[config.mk]
export PLATFORM = sky130hd
export DESIGN_NAME = desc_prefetcher
export DESIGN_NICKNAME = d
export VERILOG_FILES = /design/src/rtl/pfx_pkg.sv /design/src/rtl/pfx_csr.sv /design/src/rtl/pfx_nap.sv /design/src/rtl/pfx_engine.sv /design/src/rtl/desc_prefetcher.sv
export SDC_FILE = /design/constraint.sdc
export NUM_CORES = 1
export LEC_CHECK = 0
export ABC_AREA = 0
export BUFFER_PORTS_ARGS = -buffer_cell sky130_fd_sc_hd__buf_2
export CAP_MARGIN = 20
export CORE_AREA = 8 8 154 156
export CTS_CLUSTER_SIZE = 24
export DETAILED_ROUTE_END_ITERATION = 12
export DIE_AREA = 0 0 162 164
export MAX_ROUTING_LAYER = met4
export PLACE_DENSITY = 0.64
export SETUP_SLACK_MARGIN = 0.4
export SKIP_LAST_GASP = 1
export SLEW_MARGIN = 20
export SYNTH_ARGS = -nofsm -noshare
export SYNTH_HDL_FRONTEND = slang
export SYNTH_SLANG_ARGS = --single-unit
[constraint.sdc]
create_clock -name clk -period 3.11 [get_ports clk]
set_input_delay 0.622 -clock clk [delete_from_list [all_inputs] [get_ports clk]]
set_output_delay 0.622 -clock clk [all_outputs]
set_load 0.02 [all_outputs]
[src/rtl/pfx_pkg.sv]
`timescale 1ns/1ps
package pfx_pkg;
   localparam int DESC_W  = 64;
   localparam int OWN_POS = 63;
   localparam int EOL_POS = 62;
   localparam int LEN_LSB = 32;

   typedef enum logic [3:0] {
      ST_IDLE, ST_FETCH, ST_RD_WAIT, ST_OFFER, ST_BUSY,
      ST_WB, ST_WB_WAIT, ST_NAP, ST_DRAIN
   } pf_state_e;

   typedef struct packed {
      logic park;
      logic gie;
      logic rst;
      logic poll_en;
      logic run;
   } pf_ctrl_t;
endpackage

[src/rtl/pfx_csr.sv]
`timescale 1ns/1ps
module pfx_csr import pfx_pkg::*; #(
   parameter int ADDR_W = 32,
   parameter int POLL_W = 16
) (
   input  logic              clk,
   input  logic              rst_n,
   input  logic              csr_wr,
   input  logic [1:0]        csr_word,
   input  logic [31:0]       csr_wdata,
   output logic [31:0]       csr_rdata,
   output pf_ctrl_t          ctrl,
   output logic [ADDR_W-1:0] head,
   output logic [POLL_W-1:0] poll_ival,
   input  logic              hw_run_clr,
   input  logic              hw_rst_done,
   input  logic              irq_evt,
   output logic              irq
);
   logic wr_ctl, wr_ival, wr_sts, wr_head;
   logic [31:0] ival_ext, head_ext;

   assign wr_ctl  = csr_wr && (csr_word == 2'd0);
   assign wr_ival = csr_wr && (csr_word == 2'd1);
   assign wr_sts  = csr_wr && (csr_word == 2'd2);
   assign wr_head = csr_wr && (csr_word == 2'd3);

   always_ff @(posedge clk or negedge rst_n) begin
      if (!rst_n) begin
         ctrl      <= '0;
         head      <= '0;
         poll_ival <= '0;
         irq       <= 1'b0;
      end else begin
         if (wr_ctl) begin
            ctrl.poll_en <= csr_wdata[1];
            ctrl.gie     <= csr_wdata[3];
            ctrl.park    <= csr_wdata[4];
         end
         // reset completion beats a software start; a start beats a hardware stop
         if (hw_rst_done)                    ctrl.run <= 1'b0;
         else if (wr_ctl && csr_wdata[0])    ctrl.run <= 1'b1;
         else if (hw_run_clr)                ctrl.run <= 1'b0;
         if (wr_ctl && csr_wdata[2])         ctrl.rst <= 1'b1;
         else if (hw_rst_done)               ctrl.rst <= 1'b0;
         if (irq_evt && ctrl.gie)            irq <= 1'b1;
         else if (wr_sts && csr_wdata[0])    irq <= 1'b0;
         if (wr_ival) poll_ival <= csr_wdata[POLL_W-1:0];
         if (wr_head) head      <= csr_wdata[ADDR_W-1:0];
      end
   end

   always_comb begin
      ival_ext = '0;
      ival_ext[POLL_W-1:0] = poll_ival;
      head_ext = '0;
      head_ext[ADDR_W-1:0] = head;
      case (csr_word)
         2'd0:    csr_rdata = {27'd0, ctrl};
         2'd1:    csr_rdata = ival_ext;
         2'd2:    csr_rdata = {31'd0, irq};
         default: csr_rdata = head_ext;
      endcase
   end
endmodule

[src/rtl/pfx_nap.sv]
`timescale 1ns/1ps
module pfx_nap #(
   parameter int W = 16
) (
   input  logic         clk,
   input  logic         rst_n,
   input  logic         load,
   input  logic [W-1:0] ival,
   output logic         expired
);
   logic [W-1:0] cnt;

   always_ff @(posedge clk or negedge rst_n) begin
      if (!rst_n)          cnt <= '0;
      else if (load)       cnt <= ival;
      else if (cnt != '0)  cnt <= cnt - 1'b1;
   end

   assign expired = (cnt == '0);
endmodule

[src/rtl/pfx_engine.sv]
`timescale 1ns/1ps
module pfx_engine import pfx_pkg::*; #(
   parameter int ADDR_W = 32,
   parameter int LEN_W  = 16
) (
   input  logic              clk,
   input  logic              rst_n,
   input  pf_ctrl_t          ctrl,
   input  logic [ADDR_W-1:0] head,
   output logic              mem_rd_req,
   output logic [ADDR_W-1:0] mem_rd_addr,
   input  logic              mem_rd_valid,
   input  logic [DESC_W-1:0] mem_rd_data,
   output logic              mem_wr_req,
   output logic [ADDR_W-1:0] mem_wr_addr,
   output logic [DESC_W-1:0] mem_wr_data,
   input  logic              mem_wr_ack,
   output logic              dsp_valid,
   input  logic              dsp_ready,
   output logic [ADDR_W-1:0] dsp_addr,
   output logic [LEN_W-1:0]  dsp_len,
   input  logic              dsp_done,
   output logic              nap_load,
   input  logic              nap_done,
   output logic              hw_run_clr,
   output logic              hw_rst_done,
   output logic              irq_evt
);
   pf_state_e         state, state_n;
   logic [ADDR_W-1:0] ptr, ptr_n;
   logic [DESC_W-1:0] desc, desc_n;
   logic              rd_out, wr_out;
   logic              rd_busy, wr_busy;

   assign rd_busy = rd_out && !mem_rd_valid;
   assign wr_busy = wr_out && !mem_wr_ack;

   assign mem_rd_req  = (state == ST_FETCH) && !ctrl.rst;
   assign mem_rd_addr = ptr;
   assign mem_wr_req  = (state == ST_WB) && !ctrl.rst;
   assign mem_wr_addr = ptr;
   assign dsp_valid   = (state == ST_OFFER) && !ctrl.rst;
   assign dsp_addr    = ptr;
   assign dsp_len     = desc[LEN_LSB +: LEN_W];

   always_comb begin
      mem_wr_data          = desc;
      mem_wr_data[OWN_POS] = ctrl.park;
   end

   always_comb begin
      state_n     = state;
      ptr_n       = ptr;
      desc_n      = desc;
      nap_load    = 1'b0;
      hw_run_clr  = 1'b0;
      hw_rst_done = 1'b0;
      irq_evt     = 1'b0;
      if (ctrl.rst && state != ST_DRAIN) begin
         state_n = ST_DRAIN;
      end else begin
         case (state)
            ST_IDLE: if (ctrl.run) begin
               ptr_n   = head;
               state_n = ST_FETCH;
            end
            ST_FETCH: state_n = ST_RD_WAIT;
            ST_RD_WAIT: if (mem_rd_valid) begin
               desc_n = mem_rd_data;
               if (mem_rd_data[OWN_POS]) state_n = ST_OFFER;
               else if (ctrl.poll_en) begin
                  state_n  = ST_NAP;
                  nap_load = 1'b1;
               end else begin
                  state_n    = ST_IDLE;
                  hw_run_clr = 1'b1;
               end
            end
            ST_OFFER: if (dsp_ready) state_n = ST_BUSY;
            ST_BUSY:  if (dsp_done)  state_n = ST_WB;
            ST_WB:    state_n = ST_WB_WAIT;
            ST_WB_WAIT: if (mem_wr_ack) begin
               irq_evt = 1'b1;
               ptr_n   = desc[ADDR_W-1:0];
               if (!desc[EOL_POS]) state_n = ST_FETCH;
               else if (ctrl.poll_en) begin
                  state_n  = ST_NAP;
                  nap_load = 1'b1;
               end else begin
                  state_n    = ST_IDLE;
                  hw_run_clr = 1'b1;
               end
            end
            ST_NAP: if (nap_done) state_n = ST_FETCH;
            ST_DRAIN: if (!rd_busy && !wr_busy) begin
               state_n     = ST_IDLE;
               hw_rst_done = 1'b1;
            end
            default: state_n = ST_IDLE;
         endcase
      end
   end

   always_ff @(posedge clk or negedge rst_n) begin
      if (!rst_n) begin
         state  <= ST_IDLE;
         ptr    <= '0;
         desc   <= '0;
         rd_out <= 1'b0;
         wr_out <= 1'b0;
      end else begin
         state <= state_n;
         ptr   <= ptr_n;
         desc  <= desc_n;
         if (mem_rd_req)        rd_out <= 1'b1;
         else if (mem_rd_valid) rd_out <= 1'b0;
         if (mem_wr_req)        wr_out <= 1'b1;
         else if (mem_wr_ack)   wr_out <= 1'b0;
      end
   end
endmodule

[src/rtl/desc_prefetcher.sv]
`timescale 1ns/1ps
module desc_prefetcher import pfx_pkg::*; #(
   parameter int ADDR_W = 32,
   parameter int LEN_W  = 16,
   parameter int POLL_W = 16
) (
   input  logic              clk,
   input  logic              rst_n,
   input  logic              csr_wr,
   input  logic [1:0]        csr_word,
   input  logic [31:0]       csr_wdata,
   output logic [31:0]       csr_rdata,
   output logic              mem_rd_req,
   output logic [ADDR_W-1:0] mem_rd_addr,
   input  logic              mem_rd_valid,
   input  logic [63:0]       mem_rd_data,
   output logic              mem_wr_req,
   output logic [ADDR_W-1:0] mem_wr_addr,
   output logic [63:0]       mem_wr_data,
   input  logic              mem_wr_ack,
   output logic              dsp_valid,
   input  logic              dsp_ready,
   output logic [ADDR_W-1:0] dsp_addr,
   output logic [LEN_W-1:0]  dsp_len,
   input  logic              dsp_done,
   output logic              irq
);
   localparam int MAX_LEN_W = EOL_POS - LEN_LSB;

   generate
      if (ADDR_W < 4 || ADDR_W > LEN_LSB) begin : g_bad_addr
         $error("ADDR_W must lie in 4..32");
      end
      if (LEN_W < 1 || LEN_W > MAX_LEN_W) begin : g_bad_len
         $error("LEN_W must lie in 1..30");
      end
      if (POLL_W < 1 || POLL_W > 32) begin : g_bad_poll
         $error("POLL_W must lie in 1..32");
      end
   endgenerate

   pf_ctrl_t          ctl_q;
   logic [ADDR_W-1:0] head_q;
   logic [POLL_W-1:0] ival_q;
   logic              nap_load, nap_done;
   logic              hw_run_clr, hw_rst_done, irq_evt;
   logic              ctl_run, ctl_rst, ctl_gie;

   assign ctl_run = ctl_q.run;
   assign ctl_rst = ctl_q.rst;
   assign ctl_gie = ctl_q.gie;

   pfx_csr #(.ADDR_W(ADDR_W), .POLL_W(POLL_W)) i_csr (
      .clk, .rst_n, .csr_wr, .csr_word, .csr_wdata, .csr_rdata,
      .ctrl(ctl_q), .head(head_q), .poll_ival(ival_q),
      .hw_run_clr, .hw_rst_done, .irq_evt, .irq
   );

   pfx_nap #(.W(POLL_W)) i_nap (
      .clk, .rst_n, .load(nap_load), .ival(ival_q), .expired(nap_done)
   );

   pfx_engine #(.ADDR_W(ADDR_W), .LEN_W(LEN_W)) i_eng (
      .clk, .rst_n, .ctrl(ctl_q), .head(head_q),
      .mem_rd_req, .mem_rd_addr, .mem_rd_valid, .mem_rd_data,
      .mem_wr_req, .mem_wr_addr, .mem_wr_data, .mem_wr_ack,
      .dsp_valid, .dsp_ready, .dsp_addr, .dsp_len, .dsp_done,
      .nap_load, .nap_done, .hw_run_clr, .hw_rst_done, .irq_evt
   );
endmodule

Yosys cells after proc, flatten, opt, wreduce, memory -nomap -nowiden --
Cells that the tools add are included.
Word-level totals: word-level logic and storage cells 120, output and inout port bits 212, flip-flop bits (word level) 171, input port bits 105
Operators by class: bitwise logic cells 1, multiplexer cells 49, $add $sub $neg 1, reduce and logical (&&, ||, !) cells 34, equality and inequality tests 21
Operators with widths (count):
- 32-bit case mux with 3 select lines | 1
- 32-bit two-way mux | 2
- 32-bit case mux with 2 select lines | 1
- 4-bit two-way mux | 9
- 4-bit case mux with 9 select lines | 1
- 16-bit two-way mux | 2
- 1-bit two-way mux | 29
- 4-bit by 3-bit == test with 1-bit output, second input constant | 4
- 16-bit zero test | 1
- 16-bit nonzero test | 1
- 16-bit by 1-bit subtractor with 16-bit output, second input constant | 1
- 1-bit logical AND | 15
- 3-bit by 2-bit inequality test with 1-bit output, second input constant | 4
- 2-bit nonzero test | 6
- 4-bit by 2-bit == test with 1-bit output, second input constant | 2
- 7-bit AND reduction | 1
- 3-bit two-way mux | 2
- 3-bit by 1-bit inequality test with 1-bit output, second input constant | 2
- 1-bit zero test | 5
- 2-bit == test, second input constant | 2
- 4-bit by 1-bit == test with 1-bit output, second input constant | 1
- 4-bit == test, second input constant | 1
- 4-bit zero test | 1
- 2-bit inequality test, second input constant | 2
- other kinds (9) | 10

Logic depth before layout (Yosys ltp) --
depth after elaboration 9, gate-level depth with buffers 9, gate-level depth less buffers 7

Cells and area by module --
Synthesis repeated with hierarchy kept, for this count alone.
Unflattened totals: cell total of the unflattened synthesis 707, area total of the unflattened synthesis 8438.1 µm²
Modules (own cells, without submodules):
- pfx_engine | instances 1, seq. area each 2527.4 µm², cells each 421, area an instance 4958.5 µm²
- pfx_csr | instances 1, seq. area each 1351.3 µm², cells each 178, area an instance 2457.4 µm²
- pfx_nap | instances 1, seq. area each 400.4 µm², cells each 108, area an instance 1022.2 µm²

Least setup slack after synthesis --
No wires, ideal clock.
path type in2out, start point input port csr_word[1], end point output port csr_rdata[10], cell stages on the path 4, buffers on the path 2, required time 2488 ps, data arrival time 1808 ps, path slack 680 ps, cells stage by stage clkbuf_1 -> buf_1 -> mux2i_1 -> nor2b_1
Between the ends: cells in the longest elaborated chain, start to end 2, elaborated cells between the ends (all ways) 4, those cells by class 2 x eq/ne; 1 x mux; 1 x reduce/logical
RTL lines:
- from (decl) | RTL line desc_prefetcher.sv:10 | input logic [1:0] csr_word,
- 2-bit == test, or another cell as far along | RTL line pfx_csr.sv:58 | case (csr_word)
- 32-bit case mux with 3 select lines (*) | RTL line pfx_csr.sv:58
- to (decl) | RTL line desc_prefetcher.sv:12 | output logic [31:0] csr_rdata,
Mark *: on every way between the ends. The rest lies on a longest branch, timed or not.

Final worst setup path --
start point register i_eng.state[2], end point output port mem_wr_req
Between the ends: cells in the longest elaborated chain, start to end 2
RTL lines:
- from (decl) | RTL line pfx_engine.sv:29 | pf_state_e state, state_n;
- from (signal assigned) | RTL line pfx_engine.sv:112 | state <= state_n;
- 4-bit by 3-bit == test with 1-bit output | RTL line pfx_engine.sv:40 | assign mem_wr_req = (state == ST_WB) && !ctrl.rst;
- 1-bit logical AND | RTL line pfx_engine.sv:40
- to (decl) | RTL line desc_prefetcher.sv:17 | output logic mem_wr_req,
Every way passes these cells.

==> summary.log <==
qor: setup_path.critical_path_peak_fanout 13
qor: setup_path.worstPathRequired 2.49 ns
qor: sta.timing.final.crit_share 79.0%
qor: detailed_routing.drt-wirelength-per-cell 18.9 um
qor: setup_path.cpLargestDelayFamily simple AND/OR/NAND/NOR gates
qor: setup_path.max_stage_delay 0.57 ns
qor: outcome.outcome finished, final reports clean
qor: clock_tree.post_cts_hold_buffer_count 0
qor: grt.grtUsageTotal 17.5%
qor: setup_path.timing.reg2reg.setup_slack 0.81 ns
qor: floorplan.floorplan.initialDensity 39.1%
qor: sta.hold_viol 0
qor: clock_tree.cts-buffers-inserted 17
qor: synth.synthArstFlopShare 100%
qor: sta.tns 0 ns
qor: detailed_routing.drtAntennaViolNets 0
qor: place.post-place-cells 1187
qor: power.pwr_density_cell 970 nW/um^2
qor: setup_path.critical_path_arrival 1.84 ns
qor: power.p_leak 5.06 nW
qor: grt.grt_overflow 0
qor: floorplan.die_height 164 um
qor: detailed_routing.route.detailed.vias_per_inst 4.81
qor: sta.fin_skew 0.0120 ns
qor: synth.post_synth.cell_area_avg 12.0 sq um
qor: setup_path.setup.worst_path.end_class output pin
qor: setup_path.list_of_cells_traversed_by_the_critical_path or2b_1 > nor3_1 > buf_2
qor: sta.max_slew.worst_pin.slew 0.768 ns
qor: setup_path.critPathSlowestCell dfrtp_1
qor: min_path.hp-class in2async
qor: clock_tree.number_of_buffers_inserted_to_repair_setup_after_cts 0
qor: grt.grt_max_degree 65
qor: clock_tree.cts-root-to-sink-buffers 2
qor: grt.grt_pass1_wl 35300 um
qor: floorplan.placementRows 54
qor: floorplan.ioPinCount 317
qor: synth.synthDominantCellAreaShare 51.3%
qor: setup_path.critical_path.startpoint_type flop
qor: sta.slew_viol_final 0
qor: layout.post_route_cells_drive_above_1_share 52.0%
qor: floorplan.die_width 162 um
qor: synth.synth.net_count 803
qor: sta.worst_hold_slack 0.174 ns
qor: grt.grt_pass1_vias 6088
qor: grt.grt_antenna_before_repair 0
qor: synth.synth_cell_type_count 58
qor: synth.synthCells 697
qor: synth.seq_area_frac_synth 51.3%
qor: clock_tree.clock_sinks 171
qor: sta.achievable-frequency 407 MHz
qor: place.pre_cts_slack 0.683 ns
qor: detailed_routing.vias 5862
qor: place.globalplace.congestion 0.855
qor: setup_path.critical_path.n_buffers_inverters 1
qor: synth.synth.cells.most_frequent dfrtp_1, mux2_2, buf_4, nand2_1, mux2i_1
qor: place.numPortBuffers 316
qor: synth.synthesis.yosys.warnings 0
qor: layout.areaGrowthSynthToFinish 22.4%
qor: detailed_routing.totalWireLength 23100 um
qor: clock_tree.htree_levels 4
qor: sta.max-slew-margin-rel 48.8%
qor: synth.synth_enable_flop_cells 0
qor: sta.final-setup-viol-count 0
qor: clock_tree.cts.repair.resized 0
qor: floorplan.floorplan.core_area 21400 sq um
qor: synth.synth_area_leader_cell dfrtp_1
qor: layout.final-instance-count-excl-fill 1219
qor: synth.synth.top_cells.by_area dfrtp_1, mux2_2, buf_4
qor: run.cap_viol_max_count 0
qor: clock_tree.clkTransAtPathRegs 0.07 ns
qor: layout.fin_nets 1032
qor: layout.n_antenna_cell 0
qor: power.ir_worst_vdd 0.355 mV
qor: sta.finalCriticalPeriod 2.46 ns
qor: detailed_routing.dr.first_iter.drc_count 187
qor: floorplan.die_area 26600 sq um
qor: synth.flip_flop_cell_with_the_highest_count_after_synthesis dfrtp_1
qor: synth.post-synth-top-count-cell dfrtp_1
qor: detailed_routing.drt-pass1-iter-count 4
qor: synth.synth_area 8350 sq um
qor: clock_tree.ctsRootBufferMaster clkbuf_16
qor: clock_tree.worst_skew_pair.late_latency 0.42 ns
qor: clock_tree.cts_tree yes
qor: synth.postSynthRegisterBits 171
qor: detailed_routing.post-route-drc-count 0
qor: sta.grt_setup_unrepaired no
qor: setup_path.path_class reg2out
qor: place.hpwlAfterDp 17700 um
qor: sta.postLayoutSetupSlackWorst 0.653 ns
[metal layers]
layer | share of wire (%) | GRT usage [%]
met5 | 0 | -
met4 | 1.3 | 4.76
met3 | 5.4 | 3.78
met2 | 53 | 30.8
met1 | 40 | 19.8
[sequential cells by signal, indices dropped and copies added, names as in the netlist]
name	cells
i_eng.desc	63
i_eng.rd_out	1
i_eng.dsp_addr	32
i_eng.wr_out	1
i_csr.irq	1
i_csr.head	32
i_csr.ctrl	5
i_csr.poll_ival	16
i_nap.cnt	16
i_eng.state	4
[cell usage in the layout, fill, tap and decap left out, types with 3 or more instances in the layout]
cell and instances:
nor2_1 10, xor2_1 4, and3_1 19, nor3_1 4, nand2_1 58, mux2i_1 52, o21ai_1 5, bufinv_16 3
nor2b_1 14, buf_4 9, nand2b_1 5, dfrtp_1 171, o21ai_0 41, nor4_1 4, clkbuf_16 17, clkbuf_1 3
buf_12 4, clkinv_4 3, clkinvlp_4 4, o31ai_1 11, inv_1 6, a21oi_1 3, mux2_2 115, buf_2 315
xnor2_1 8, nand3_1 4, nand4b_1 3, and2_1 3
[final timing paths]
check / start / endpoint / depth (start not counted)
hold / removal: rst_n / i_eng.state[3] / 1
hold reg to reg: i_eng.desc[50] / i_eng.desc[50] / 1
setup / recovery: i_eng.state[2] / mem_wr_req / 3
min in group clk: mem_rd_data[60] / i_eng.desc[60] / 2
setup reg to reg: i_nap.cnt[1] / i_eng.state[2] / 7
max in group asynchronous: rst_n / i_eng.desc[3] / 2
[logic make-up (layout without fill, tap and decap cells)]
| group | after synthesis | count (layout) | share of synthesized area, % |
|---|---|---|---|
| buffers and inverters | 125 | 367 | 10.2 |
| flip-flops | 171 | 171 | 51.3 |
| AO/OA/AOI/OAI | 72 | 72 | 5.19 |
| AND/OR/NAND/NOR | 146 | 146 | 9.62 |
| adder cells (fa/ha/maj) | 1 | 1 | 0.150 |
| multiplexers | 170 | 170 | 22.3 |
| XOR/XNOR | 12 | 12 | 1.26 |
[through the flow]
| stage | util (%) | power, mW | instance area [sq um] |
|---|---|---|---|
| CTS | 47.9 | 10.1 | 10200 |
| global route | 47.9 | 10.5 | 10200 |
| floorplan | - | 6.96 | 8350 |
| detailed placement | 45.1 | 7.87 | 9620 |
| finish | 47.9 | 9.92 | 10200 |
| global placement | 45.1 | 7.79 | 9620 |
[worst register-to-register path, stage by stage, from the launching register on]
cell	delay, ns
dfrtp_1	0.41
inv_1	0.09
ha_1	0.18
nor3b_2	0.34
nand4b_2	0.24
nor2_4	0.37
o41a_2	0.25
mux2_4	0.30
[final cells by class]
cell class | count | area, sq um
clock buffers | 20 | 437
well taps | 280 | 350
multi-input cells | 401 | 3230
fillers | 2032 | 11100
repair buffers | 329 | 1740
clock inverters | 12 | 164
inverters | 6 | 22.5
flip-flops and latches | 171 | 4280
[where the power goes]
| part | total, mW | internal [mW] | switching [mW] |
|---|---|---|---|
| clock network | 2.18 | 1.27 | 0.901 |
| registers | 3.73 | 3.00 | 0.727 |
| logic | 4.01 | 1.54 | 2.48 |
| total | 9.92 | 5.81 | 4.11 |
(Power assumes the default switching activity.)
